[src/rtl/ovl2_pkg.sv]
package ovl2_pkg;
    typedef enum logic [1:0] {
        ST_LOAD = 2'd0,
        ST_EMIT = 2'd1,
        ST_PAD  = 2'd2
    } ovl2_state_e;

    localparam int PIX_PER_BYTE = 4;
    localparam int SLOT_BITS    = 2;
    localparam int STRIDE_ALIGN = 4;
endpackage

[src/rtl/ovl2_stride.sv]
module ovl2_stride #(
    parameter int WIDTH_BITS = 12
) (
    input  logic [WIDTH_BITS-1:0] width_px,
    output logic [WIDTH_BITS-1:0] stride_last
);
    localparam int EXT = WIDTH_BITS + 2;
    logic [EXT-1:0] act_bytes;
    logic [EXT-1:0] stride;

    always_comb begin
        act_bytes   = ({2'b00, width_px} + EXT'(ovl2_pkg::PIX_PER_BYTE - 1)) >> 2;
        stride      = (act_bytes + EXT'(ovl2_pkg::STRIDE_ALIGN - 1)) & ~EXT'(ovl2_pkg::STRIDE_ALIGN - 1);
        stride_last = WIDTH_BITS'(stride - EXT'(1));
    end
endmodule

[src/rtl/ovl2_decode.sv]
module ovl2_decode (
    input  logic [7:0]  byte_in,
    input  logic [1:0]  slot,
    input  logic        lsb_first,
    input  logic        ac_order,
    input  logic [31:0] color0,
    input  logic [31:0] color1,
    output logic [31:0] rgba
);
    logic [1:0]  fld;
    logic [2:0]  lo;
    logic        sel_bit;
    logic        cov_bit;
    logic [31:0] chosen;

    always_comb begin
        lo      = lsb_first ? {slot, 1'b0} : {~slot, 1'b0};
        fld     = byte_in[lo +: 2];
        sel_bit = ac_order ? fld[0] : fld[1];
        cov_bit = ac_order ? fld[1] : fld[0];
        chosen  = sel_bit ? color1 : color0;
        rgba    = {cov_bit ? chosen[31:24] : 8'h00, chosen[23:0]};
    end
endmodule

[src/rtl/ovl2_expander.sv]
module ovl2_expander #(
    parameter int WIDTH_BITS = 12
) (
    input  logic                  clk,
    input  logic                  rst_n,
    input  logic [31:0]           cfg_color0,
    input  logic [31:0]           cfg_color1,
    input  logic                  cfg_ac_order,
    input  logic                  cfg_lsb_first,
    input  logic [WIDTH_BITS-1:0] cfg_width,
    input  logic                  in_valid,
    input  logic [7:0]            in_byte,
    output logic                  in_ready,
    output logic                  px_valid,
    input  logic                  px_ready,
    output logic [31:0]           px_rgba,
    output logic                  px_last
);
    import ovl2_pkg::*;

    ovl2_state_e state, state_nxt;
    logic [7:0]                  held_byte;
    logic [SLOT_BITS-1:0]        slot;
    logic [WIDTH_BITS-1:0]       pix_idx;
    logic [WIDTH_BITS-1:0]       byte_idx;
    logic [WIDTH_BITS-1:0]       stride_last;
    logic                        line_end;
    logic                        in_fire;
    logic                        px_fire;

    ovl2_stride #(.WIDTH_BITS(WIDTH_BITS)) u_stride (
        .width_px    (cfg_width),
        .stride_last (stride_last)
    );

    ovl2_decode u_decode (
        .byte_in   (held_byte),
        .slot      (slot),
        .lsb_first (cfg_lsb_first),
        .ac_order  (cfg_ac_order),
        .color0    (cfg_color0),
        .color1    (cfg_color1),
        .rgba      (px_rgba)
    );

    assign line_end = (pix_idx == cfg_width - WIDTH_BITS'(1));
    assign in_fire  = in_valid && in_ready;
    assign px_fire  = px_valid && px_ready;

    // state register
    always_ff @(posedge clk or negedge rst_n) begin
        if (!rst_n) state <= ST_LOAD;
        else        state <= state_nxt;
    end

    // next state
    always_comb begin
        state_nxt = state;
        unique case (state)
            ST_LOAD: if (in_valid) state_nxt = ST_EMIT;
            ST_EMIT: begin
                if (px_ready) begin
                    if (line_end)
                        state_nxt = (byte_idx == stride_last) ? ST_LOAD : ST_PAD;
                    else if (slot == SLOT_BITS'(PIX_PER_BYTE - 1))
                        state_nxt = ST_LOAD;
                end
            end
            ST_PAD: if (in_valid && (byte_idx + WIDTH_BITS'(1) == stride_last)) state_nxt = ST_LOAD;
            default: state_nxt = ST_LOAD;
        endcase
    end

    // outputs
    always_comb begin
        in_ready = 1'b0;
        px_valid = 1'b0;
        px_last  = 1'b0;
        unique case (state)
            ST_LOAD: in_ready = 1'b1;
            ST_EMIT: begin
                px_valid = 1'b1;
                px_last  = line_end;
            end
            ST_PAD:  in_ready = 1'b1;
            default: ;
        endcase
    end

    // datapath counters
    always_ff @(posedge clk or negedge rst_n) begin
        if (!rst_n) begin
            held_byte <= '0;
            slot      <= '0;
            pix_idx   <= '0;
            byte_idx  <= '0;
        end else begin
            if (in_fire && state == ST_LOAD) begin
                held_byte <= in_byte;
                slot      <= '0;
                byte_idx  <= (pix_idx == '0) ? '0 : byte_idx + WIDTH_BITS'(1);
            end
            if (in_fire && state == ST_PAD)
                byte_idx <= byte_idx + WIDTH_BITS'(1);
            if (px_fire) begin
                slot    <= slot + SLOT_BITS'(1);
                pix_idx <= line_end ? '0 : pix_idx + WIDTH_BITS'(1);
            end
        end
    end
endmodule

[config.mk]
export PLATFORM = sky130hd
export DESIGN_NAME = ovl2_expander
export DESIGN_NICKNAME = d
export VERILOG_FILES = /design/src/rtl/ovl2_pkg.sv /design/src/rtl/ovl2_stride.sv /design/src/rtl/ovl2_decode.sv /design/src/rtl/ovl2_expander.sv
export SDC_FILE = /design/constraint.sdc
export NUM_CORES = 1
export LEC_CHECK = 0
export BUFFER_PORTS_ARGS = -buffer_cell sky130_fd_sc_hd__buf_2
export CAP_MARGIN = 25
export CORE_ASPECT_RATIO = 0.6
export CORE_MARGIN = 5
export CORE_UTILIZATION = 52
export DETAILED_ROUTE_END_ITERATION = 7
export PLACE_DENSITY = 0.94
export SETUP_SLACK_MARGIN = 0.3
export SYNTH_ARGS = -nofsm -noshare
export SYNTH_HDL_FRONTEND = slang
export SYNTH_SLANG_ARGS = --single-unit
export TNS_END_PERCENT = 30
[constraint.sdc]
create_clock -name clk -period 3.5 [get_ports clk]
set_clock_uncertainty 0.1 [all_clocks]
set_input_delay 0.175 -clock clk [delete_from_list [all_inputs] [get_ports clk]]
set_output_delay 0.175 -clock clk [all_outputs]
set_load 0.05 [all_outputs]
Yosys cells after proc, flatten, opt, wreduce, memory -nomap -nowiden. Index checks and enable logic that the tools add are counted.

Register bits: 36. Bits of input ports: 90. Output and inout port bits: 35. Logic and storage cells: 56.

$add $sub $neg: 7. Equal/unequal tests: 10. Shift-type cells: 1. Mux-type cells: 21. Bitwise operators: 1. Reduce and logical (&&, ||, !) cells: 11.

Operators with widths (count): $mux W12 (4); $eq A12 B12 Y1 (3); $mux W32 (1); $add A12 B1 Y12 const B (2); $sub A12 B1 Y12 const B (2); $mux W2 (8); $add A12 B2 Y13 const B (1); $add A11 B2 Y12 const B (1); $logic_not A12 Y1 (1); $mux W8 (1); $shiftx A8 B4 Y2 (1); $ne A2 B2 Y1 const B (3); $pmux W2 S3 (1); $logic_and A1 B1 Y1 (5); $mux W1 (5); $eq A2 B2 Y1 const B (2); $reduce_and A4 Y1 (1); $reduce_bool A2 Y1 (2); $mux W3 (1); $ne A3 B3 Y1 const B (1); $add A2 B1 Y2 const B (1); $eq A2 B1 Y1 const B (1); $logic_not A2 Y1 (1); $not A2 Y2 (1); $reduce_or A2 Y1 (1).

Depth between registers and ports, before layout. Gate-level depths: netlist (run 1).

Depth after elaboration: 8. Depth in mapped cells: 19. Mapped depth without buffers: 16.

Modules after synthesis. Synthesis (run 1) repeated with hierarchy kept, for this count alone.

Cells, all modules: 393. Area, all modules: 3499.6 µm².

By module, submodules not included: ovl2_expander (times used 1, cells an instance 298, area each 2626.3 µm², sequential area each 900.9 µm²); ovl2_decode (times used 1, cells an instance 57, area each 608.1 µm², sequential area each 0.0 µm²); ovl2_stride (times used 1, cells an instance 38, area each 265.3 µm², sequential area each 0.0 µm²).

Least setup slack after synthesis (run 1). Ideal clock, no wire load.

Path type: input to register. Start: in cfg_width[0]. End: reg state[1]. Library setup time: 145 ps. Arrival time: 3287 ps. Data required time: 3255 ps. Slack: -32 ps. Stages: 15. Path buffers: 3. Cells stage by stage: buf_4 > inv_1 > ha_1 > clkbuf_1 > a21oi_1 > a311o_1 > a22oi_1 > xor2_1 > ha_1 > buf_2 > nor4_2 > nor3_1 > or4b_1 > a2111oi_2 > o311ai_1.

Longest elaborated chain between the ends: 8. Elaborated cells on any way between the ends: 15. Classes of those cells: add/sub (4); eq/ne (5); mux (4); reduce/logical (2).

RTL lines: start: declaration (RTL line ovl2_expander.sv:10) `input logic [WIDTH_BITS-1:0] cfg_width,`; $add A12 B2 Y13 (RTL line ovl2_stride.sv:12) `act_bytes = ({2'b00, width_px} + EXT'(ovl2_pkg::PIX_PER_BYTE - 1)) >> 2;`; $add A11 B2 Y12 (RTL line ovl2_stride.sv:13) `stride = (act_bytes + EXT'(ovl2_pkg::STRIDE_ALIGN - 1)) & ~EXT'(ovl2_pkg::STRIDE_ALIGN - 1);`; $sub A12 B1 Y12 (RTL line ovl2_stride.sv:14) `stride_last = WIDTH_BITS'(stride - EXT'(1));`; $eq A12 B12 Y1 (RTL line ovl2_expander.sv:64) `state_nxt = (byte_idx == stride_last) ? ST_LOAD : ST_PAD;`; $mux W2 (RTL line ovl2_expander.sv:64); $mux W2 (RTL line ovl2_expander.sv:63) `if (line_end)`; $mux W2 (RTL line ovl2_expander.sv:62) `if (px_ready) begin`; $pmux W2 S3 (RTL line ovl2_expander.sv:59) `unique case (state)`; end signal: assignment (RTL line ovl2_expander.sv:53) `else state <= state_nxt;`; end: declaration (RTL line ovl2_expander.sv:21) `ovl2_state_e state, state_nxt;`.

Parallel ways exist; a longest one is shown, timed or not. The select of a mux whose other input is x is not followed. A chain may end at the register's enable or synchronous reset.

Worst setup path after layout (run 1). Ends and elaborated chain as after synthesis.

==> results of run 1 <==
Yosys cell counts, types with 2 or more instances:
library cell	number	share of area
sky130_fd_sc_hd__nand2_1	30	0.030
sky130_fd_sc_hd__nor4_1	4	0.0067
sky130_fd_sc_hd__a2111oi_2	2	0.0081
sky130_fd_sc_hd__nor3_1	14	0.019
sky130_fd_sc_hd__a22oi_1	2	0.0040
sky130_fd_sc_hd__nor2_1	39	0.039
sky130_fd_sc_hd__xnor2_1	31	0.073
sky130_fd_sc_hd__a31o_2	2	0.0047
sky130_fd_sc_hd__buf_2	9	0.012
sky130_fd_sc_hd__o211ai_1	2	0.0040
sky130_fd_sc_hd__o41ai_1	2	0.0047
sky130_fd_sc_hd__o21ai_1	2	0.0027
sky130_fd_sc_hd__or4b_1	2	0.0054
sky130_fd_sc_hd__and3_1	12	0.020
sky130_fd_sc_hd__o31ai_1	8	0.016
sky130_fd_sc_hd__dfrtp_1	36	0.24
sky130_fd_sc_hd__and2_1	2	0.0034
sky130_fd_sc_hd__mux2_2	34	0.10
sky130_fd_sc_hd__nor2b_1	2	0.0034
sky130_fd_sc_hd__inv_1	16	0.016
sky130_fd_sc_hd__nand4b_1	2	0.0047
sky130_fd_sc_hd__o21ai_0	27	0.036
sky130_fd_sc_hd__mux4_2	2	0.012
sky130_fd_sc_hd__and3b_1	2	0.0047
sky130_fd_sc_hd__nand3_1	16	0.022
sky130_fd_sc_hd__mux2i_1	16	0.043
sky130_fd_sc_hd__or2_2	2	0.0034
sky130_fd_sc_hd__o22ai_1	2	0.0034
sky130_fd_sc_hd__a31oi_1	9	0.015
sky130_fd_sc_hd__a21oi_1	9	0.012
sky130_fd_sc_hd__ha_1	7	0.024
sky130_fd_sc_hd__xor2_1	23	0.054
sky130_fd_sc_hd__clkbuf_1	18	0.018
sky130_fd_sc_hd__nand2b_1	6	0.010
sky130_fd_sc_hd__a32oi_1	3	0.0071
sky130_fd_sc_hd__a21o_1	2	0.0040
cell usage in the layout, fill, tap and decap left out, types with 3 or more instances in the layout:
| cell | count |
|---|---|
| sky130_fd_sc_hd__xor2_1 | 21 |
| sky130_fd_sc_hd__nand2b_1 | 6 |
| sky130_fd_sc_hd__nor4_1 | 4 |
| sky130_fd_sc_hd__nor2_1 | 39 |
| sky130_fd_sc_hd__nand3_1 | 16 |
| sky130_fd_sc_hd__o31ai_1 | 8 |
| sky130_fd_sc_hd__nor3_1 | 13 |
| sky130_fd_sc_hd__inv_1 | 14 |
| sky130_fd_sc_hd__and3_1 | 12 |
| sky130_fd_sc_hd__dfrtp_1 | 36 |
| sky130_fd_sc_hd__buf_2 | 123 |
| sky130_fd_sc_hd__o21ai_0 | 27 |
| sky130_fd_sc_hd__ha_1 | 5 |
| sky130_fd_sc_hd__mux2i_1 | 15 |
| sky130_fd_sc_hd__a31oi_1 | 9 |
| sky130_fd_sc_hd__nand2_1 | 30 |
| sky130_fd_sc_hd__mux2_2 | 34 |
| sky130_fd_sc_hd__a21oi_1 | 9 |
| sky130_fd_sc_hd__xnor2_1 | 30 |
| sky130_fd_sc_hd__clkbuf_16 | 5 |
| sky130_fd_sc_hd__a32oi_1 | 3 |
| sky130_fd_sc_hd__buf_4 | 14 |
final timing paths:
kind	start	end	slack (ps)	cells past startpoint
max	cfg_width[0]	state[1]$_DFFE_PN0P_	270	15
min	in_byte[4]	held_byte[4]$_DFFE_PN0P_	30	2
max reg2reg	byte_idx[0]$_DFFE_PN0P_	state[1]$_DFFE_PN0P_	670	8
min reg2reg	held_byte[5]$_DFFE_PN0P_	held_byte[5]$_DFFE_PN0P_	410	1
max in group asynchronous	rst_n	held_byte[7]$_DFFE_PN0P_	2340	2
min in group asynchronous	rst_n	byte_idx[8]$_DFFE_PN0P_	420	2
cells by family after synthesis:
kind of cell,count (synthesis),synth area share
fa+ha+maj,7,0.0235
compound gates,88,0.169
flops,36,0.242
xor+xnor,54,0.127
simple gates,152,0.224
buf+inv,46,0.0525
mux,53,0.161
registers in the layout, indices dropped and copies added (netlist names):
name / cells
byte_idx: 12
held_byte: 8
pix_idx: 12
slot: 2
state: 2
where the power goes:
group | internal [mW] | switching [mW] | total, mW
Sequential | 0.441 | 0.0336 | 0.475
Clock | 0.335 | 0.178 | 0.514
Combinational | 0.232 | 0.344 | 0.576
Total | 1.01 | 0.556 | 1.56
stage by stage:
step                setup WS (ps)  power (mW)  area, µm²  hold slack [ps]  std cells
floorplan                     263       0.869       3780             -221        436
global placement              141       0.996       4420              188        624
detailed placement          -23.4        1.02       4420              205        624
CTS                           312        1.53       4610             18.9        633
global route                  136        1.63       4740             16.2        642
finish                        267        1.56       4740             26.3        642
cell type report:
class / instances / area [µm²] / share of cell area
flip-flops and latches: 36 / 901 / 0.190
clock inverters: 2 / 35.0 / 0.00739
multi-input cells: 354 / 2750 / 0.581
well taps: 87 / 109 / 0.0230
clock buffers: 6 / 129 / 0.0272
repair buffers: 141 / 754 / 0.159
inverters: 16 / 60.1 / 0.0127
repair_timing:
action                                 CTS  global route
setup endpoints to repair                1            30
hold buffers                             1             0
setup buffers                            0             9
resized for setup                        2            10
endpoints found under the hold margin   36             0
pin swaps                                1             8
metal layers:
| metal | track usage | share of wire | vias to the layer above |
|---|---|---|---|
| met2 | 0.372 | 0.48 | 164 |
| met3 | 0.0527 | 0.071 | 22 |
| li1 | - | - | 1819 |
| met4 | 0.0526 | 0.014 | 0 |
| met5 | 0 | 0 | - |
| met1 | 0.358 | 0.44 | 1877 |
==> results.md, run 1 <==
- The run finished with clean final reports.
- After detailed routing, the number of remaining DRC violations is 0.
- Traced cell by cell, the critical path runs through clkbuf_4, inv_2, ha_4, a21oi_1, a311o_1, a22oi_2, xor2_2, ha_4, buf_4, nand3_1, o21ai_2, nor3_1, or4b_4, a2111oi_4, o311ai_1.
- The largest net degree at the start of global routing is 37.
- The count of nets left with antenna violations once routing finished came out at 0.
- The cell that appears most often on the critical path is sky130_fd_sc_hd__ha_4.
- The initial cell density of the core is 0.545.
- The number of global-route vias before repair came to approximately 3500.
- The share of post-route cells with drive strength above 1 is 0.386.
- The highest clock frequency the design can meet is just over 300 MHz.
- Detailed placement finished with a half-perimeter wire length of between 9000 and 10000 µm.
- The critical path's slowest cell is sky130_fd_sc_hd__or4b_4.
- The deepest clock path buffer count is 2.
- The violation count after the first detailed-route iteration is 324.
- For this run, the slowest stage of the critical path takes between 500 and 600 ps.
- The die is about 76 µm tall.
- The maximum net fanout on the critical path is 10.
- The worst-case IR drop observed on VDD is 0.226 mV.
- The floorplan step set the die width to approximately 120 µm.
- The clock insertion delay at the later pin of the skew report is between 200 and 300 ps.
- The max-capacitance violation count is 0.
- The final layout contains routed wiring with a total length of approximately 12000 µm.
- Routability-driven placement finished with a final weighted congestion of approximately 0.93.
- The iteration count of the initial detailed-routing pass is 4.
- The worst setup path is of the in2reg kind.
- Measured on the finished design, the core utilization comes to 0.695.
- The transition time at the pin with the least slew margin is 828 ps.
- Counting distinct cell types in the post-synthesis netlist gives 75.
- The total of endpoints with negative setup slack in the final report is 0.
- The count of endpoints failing hold in the final timing report is 0.
- The main flop type after synthesis is sky130_fd_sc_hd__dfrtp_1.
- The area growth from synthesis to layout is 27.4%.
- Setup repair after global routing could not meet its margin everywhere.
- The via-per-instance ratio is roughly 6.0.
- After synthesis the netlist holds a flip-flop and latch count of 36.
- A synthesized cell averages about 8.5 µm².
- The classification of the worst-slack hold path is in2reg.
- The total CTS buffers is 5.
- The nature of the critical path startpoint is an input port.
- The number of rows created at floorplan is 23.
- The cell area that synthesis handed to floorplanning was ~0.0037 mm².
- The type of element capturing the critical path is a flip-flop.
- For this run, asynchronously set or reset flops after synthesis account for 1.00.
- The number of clock sinks is 36.
- Counting flops with a built-in enable in the synthesized netlist gives 0.
- The total number of nets in the final design is 651.
- Across every metal layer, demand over resource in global routing totals 0.244.
- The shortest period the worst path allows is around 3200 ps.
- Data on the critical path arrives at its endpoint at about 3300 ps.
- The number of fill cells is 525.
- Of the available clock period, the critical path in the final layout requires 0.924.
- The initial antenna violation count is 0.
- The first global-routing pass estimated 17600 µm of wire.
- The data required time at the worst endpoint is around 3500 ps.
- CTS placed an instance of sky130_fd_sc_hd__clkbuf_16 at the clock tree root.
- The relative slew slack is 0.448.
- The top-level I/O count is roughly 130.
- Of the synthesized area, sequential elements account for 0.242.
- Broken down by cell family, the worst path's largest delay share belongs to compound AO/OA/AOI/OAI gates.
- The core area is ~0.007 mm².
- Synthesis produced a netlist with a net count of roughly 530.
- The total power divided by cell area is 330 mW/mm².
- The routed wire length per instance is ~19 µm.
- The count of antenna diodes in the layout is 0.
- The total congestion overflow after global routing is 0.
- For the final routed database, the setup TNS stands at 0 ps.
- The post-synthesis instance total is approximately 440.
- The max-slew violation count is 0.
- The H-tree was split into 2 levels.
- Yosys printed 0 warnings.
- The buffer and inverter count on the worst path is 3.
- The die covers about 0.009 mm².
- After clock tree synthesis, the clock-pin slew on the worst setup and hold paths is around 60 ps.
- Across all layers, the routed design uses approximately 3900 vias.
- The clock tree from TritonCTS is built.
- The number of port buffers is 124.
- The static leakage is 2.22 nW.
Note: power is estimated with default switching activity, not from simulation.
==> run 2, diff against run 1 <==
--- a/config.mk
+++ b/config.mk
@@ -12,6 +12,7 @@
 export CORE_UTILIZATION = 52
 export DETAILED_ROUTE_END_ITERATION = 7
 export PLACE_DENSITY = 0.94
+export RECOVER_POWER = 25
 export SETUP_SLACK_MARGIN = 0.3
 export SYNTH_ARGS = -nofsm -noshare
 export SYNTH_HDL_FRONTEND = slang
==> results.md, run 2 (synthesis results as in run 1) <==
- The cell seen most often among critical-path stages is sky130_fd_sc_hd__ha_4.
- The classification of the worst-slack hold path is in2reg.
- The via count is 3885 (+0.077%).
- The initial antenna violation count was 0 (unchanged).
- The final RePlAce weighted congestion was 0.927 (unchanged).
- The violation count after the first detailed-route iteration was 324 (unchanged).
- The core area was 0.00682 mm² (unchanged).
- The area growth from synthesis to layout is 27.4% (about the same).
- The max-capacitance violation count came to 1 (+1).
- The critical path goes through clkbuf_4, inv_2, ha_4, a21oi_1, a311o_1, a22oi_2, xor2_2, ha_4, buf_4, nand3_1, o21ai_2, nor3_1, or4b_4, a2111oi_4, o311ai_1.
- Setup repair after global routing could not meet its margin everywhere.
- The max-slew violation count is 37 (+37).
- The static leakage is 2.22 nW (-0.12%).
- After global routing, the most crowded layer is met2.
- The type of element capturing the critical path is a flip-flop.
- The count of antenna diodes in the layout is 0 (unchanged).
- The width of the die came to 119 µm (unchanged).
- In this run the critical register-to-register path is captured at state[1]$_DFFE_PN0P_.
- The critical path ends at state[1]$_DFFE_PN0P_.
- The data required time at the worst endpoint was 3530 ps (about the same).
- The setup slack of the worst register-to-register path is 670 ps (about the same).
- The total power divided by cell area is 330 mW/mm² (about the same).
- In this design, the largest share of critical-path delay is due to compound AO/OA/AOI/OAI gates.
- The routed wire length per instance came to 18.6 µm (about the same).
- The count of endpoints failing hold in the final timing report is 0 (unchanged).
- The number of rows created at floorplan is 23 (unchanged).
- The period utilization is 0.924 (about the same).
- The total number of nets in the final design is 651 (unchanged).
- The via-per-instance ratio is 6.05 (about the same).
- The share of post-route cells with drive strength above 1 came to 0.384 (-0.00180).
- The shortest period the worst path allows was 3230 ps (+0.461 ps).
- The clock tree from TritonCTS is built.
- The nature of the critical path startpoint is an input port.
- The iteration count of the initial detailed-routing pass is 4 (unchanged).
- The register clock-pin slew on the reported worst setup and hold paths is 60 ps (about the same).
- The non-filler instance count after layout came to 642 (unchanged).
- The maximum net fanout on the critical path is 10 (unchanged).
- The total CTS buffers was 5 (unchanged).
- The buffer and inverter count on the worst path is 3 (unchanged).
- The number of cells on the worst reg-to-reg path is 8 (unchanged).
- The met2 usage in global routing is 0.372 (unchanged).
- The largest net degree at the start of global routing is 37 (unchanged).
- The number of nets with antenna violations after detailed routing is 0 (unchanged).
- The post-place instance area is 0.00442 mm² (unchanged).
- The sequential standard cell area is 901 µm² (unchanged).
- The wire length after detailed routing is 11900 µm (about the same).
- The number of clock sinks is 36 (unchanged).
- The largest registers in the layout are byte_idx (12), pix_idx (12), held_byte (8).
- The top cell types in the final layout, fill and taps aside, are sky130_fd_sc_hd__buf_2, sky130_fd_sc_hd__nor2_1, sky130_fd_sc_hd__dfrtp_1, sky130_fd_sc_hd__mux2_2.
- The combined area of the multi-input logic cells came to 0.00275 mm² (unchanged).
- The total congestion overflow after global routing came to 0 (unchanged).
- The global-route wire length before repair was 17600 µm (unchanged).
- The checks that failed: max-capacitance violations, max-slew violations.
- The fraction of met1 tracks used by global routing was 0.358 (unchanged).
- The number of fill cells is 526 (+0.19%).
- The maximum ir drop on the vdd rail is 0.226 mV (-0.19%).
- The initial cell density of the core is 0.545 (unchanged).
- The master cell of the clock root buffer is sky130_fd_sc_hd__clkbuf_16.
- The top-level I/O count is 125 (unchanged).
- The critical path's largest stage delay came to 540 ps (about the same).
- The overall power after layout is 1.56 mW (about the same).
- The critical path depth came to 15 (unchanged).
- The highest clock frequency the design can meet is 309 MHz (about the same).
- The critical path starts at cfg_width[0].
- The deepest level of the CTS H-tree was 2 (unchanged).
- The HPWL after detailed placement is 9010 µm (unchanged).
- The number of instances in the placed design is 624 (unchanged).
- The aggregate global-route resource usage came to 0.244 (unchanged).
- The total of endpoints with negative setup slack in the final report is 0 (unchanged).
- The arrival time at the worst endpoint is 3260 ps (about the same).
- The design area is 0.00474 mm² (about the same).
- The relative slew slack came to -0.326 (-0.774).
- The met3 layer usage reported by global route is 0.0527 (unchanged).
- The critical path is of the in2reg type.
- The overall die area came to 0.00900 mm² (unchanged).
- The most frequent standard cell in the layout excluding fill and tap cells is sky130_fd_sc_hd__buf_2.
- The post-detailed-route DRC marker count is 0 (unchanged).
- In this run the critical register-to-register path is launched from byte_idx[0]$_DFFE_PN0P_.
- The transition time at the pin with the least slew margin is 1990 ps (+1160 ps).
- The number of global-route vias before repair is 3497 (unchanged).
- The run finished, with violations left.
- The slowest stage of the critical path belongs to the cell sky130_fd_sc_hd__or4b_4.
- The die span in y is 75.5 µm (unchanged).
- The deepest clock path buffer count came to 2 (unchanged).
- The number of port buffers is 124 (unchanged).
- The clock insertion delay at the later pin of the skew report is 280 ps (about the same).
## run 2: final cells by class
class / count / area share
Timing Repair Buffer: 141 / 0.159
Sequential cell: 36 / 0.190
Tap cell: 87 / 0.0230
Multi-Input combinational cell: 354 / 0.581
Clock buffer: 6 / 0.0272
Clock inverter: 2 / 0.00739
Inverter: 16 / 0.0127
## run 2: worst min-delay path by stage
stage | startpoint | end | slack (ps) | cells after the start
after global routing | in_byte[5] | held_byte[5]$_DFFE_PN0P_ | 20 | 2
final | in_byte[4] | held_byte[4]$_DFFE_PN0P_ | 30 | 2
after global placement | rst_n | byte_idx[10]$_DFFE_PN0P_ | 190 | 1
after detailed placement | rst_n | byte_idx[8]$_DFFE_PN0P_ | 200 | 1
after floorplan | rst_n | byte_idx[0]$_DFFE_PN0P_ | -220 | 0
after CTS | in_byte[4] | held_byte[4]$_DFFE_PN0P_ | 20 | 2
## run 2: worst reg2reg max path: stages (launching register included)
cell                        delay (ps)
sky130_fd_sc_hd__dfrtp_1           420
sky130_fd_sc_hd__ha_1              310
sky130_fd_sc_hd__and3_1            240
sky130_fd_sc_hd__and3_1            280
sky130_fd_sc_hd__and3_1            230
sky130_fd_sc_hd__inv_1             100
sky130_fd_sc_hd__or4b_4            510
sky130_fd_sc_hd__a2111oi_4         360
sky130_fd_sc_hd__o311ai_1          130
## run 2: where the power goes
group          switching [mW]  internal [mW]  leakage (nW)
Combinational           0.344          0.232          1.64
Clock                   0.177          0.335        0.0808
Sequential             0.0336          0.441         0.492
## run 2: per-stage QoR
stage,hold slack (ps),setup slack (ps),TNS [ps],utilization
after CTS,18.9,312,0,0.676
after global routing,16.2,136,0,0.695
final,26.2,266,0,0.695
after detailed placement,205,-23.4,-23.4,0.649
after floorplan,-221,263,0,-
after global placement,188,141,0,0.649
## run 2: metal layers
layer  up-vias  routed length, µm
li1       1819                  -
met1      1875               5200
met2       168               5700
met3        23                843
met4         0                197
met5         -                  0
## run 2: timing repair
item | 4_1_cts | 5_1_grt
gates cloned | 0 | 0
hold buffers | 1 | 0
gates resized for setup | 2 | 10
pin swaps | 1 | 8
setup buffers | 0 | 9
endpoints found under the setup margin | 1 | 30
hold endpoints to repair | 36 | 0
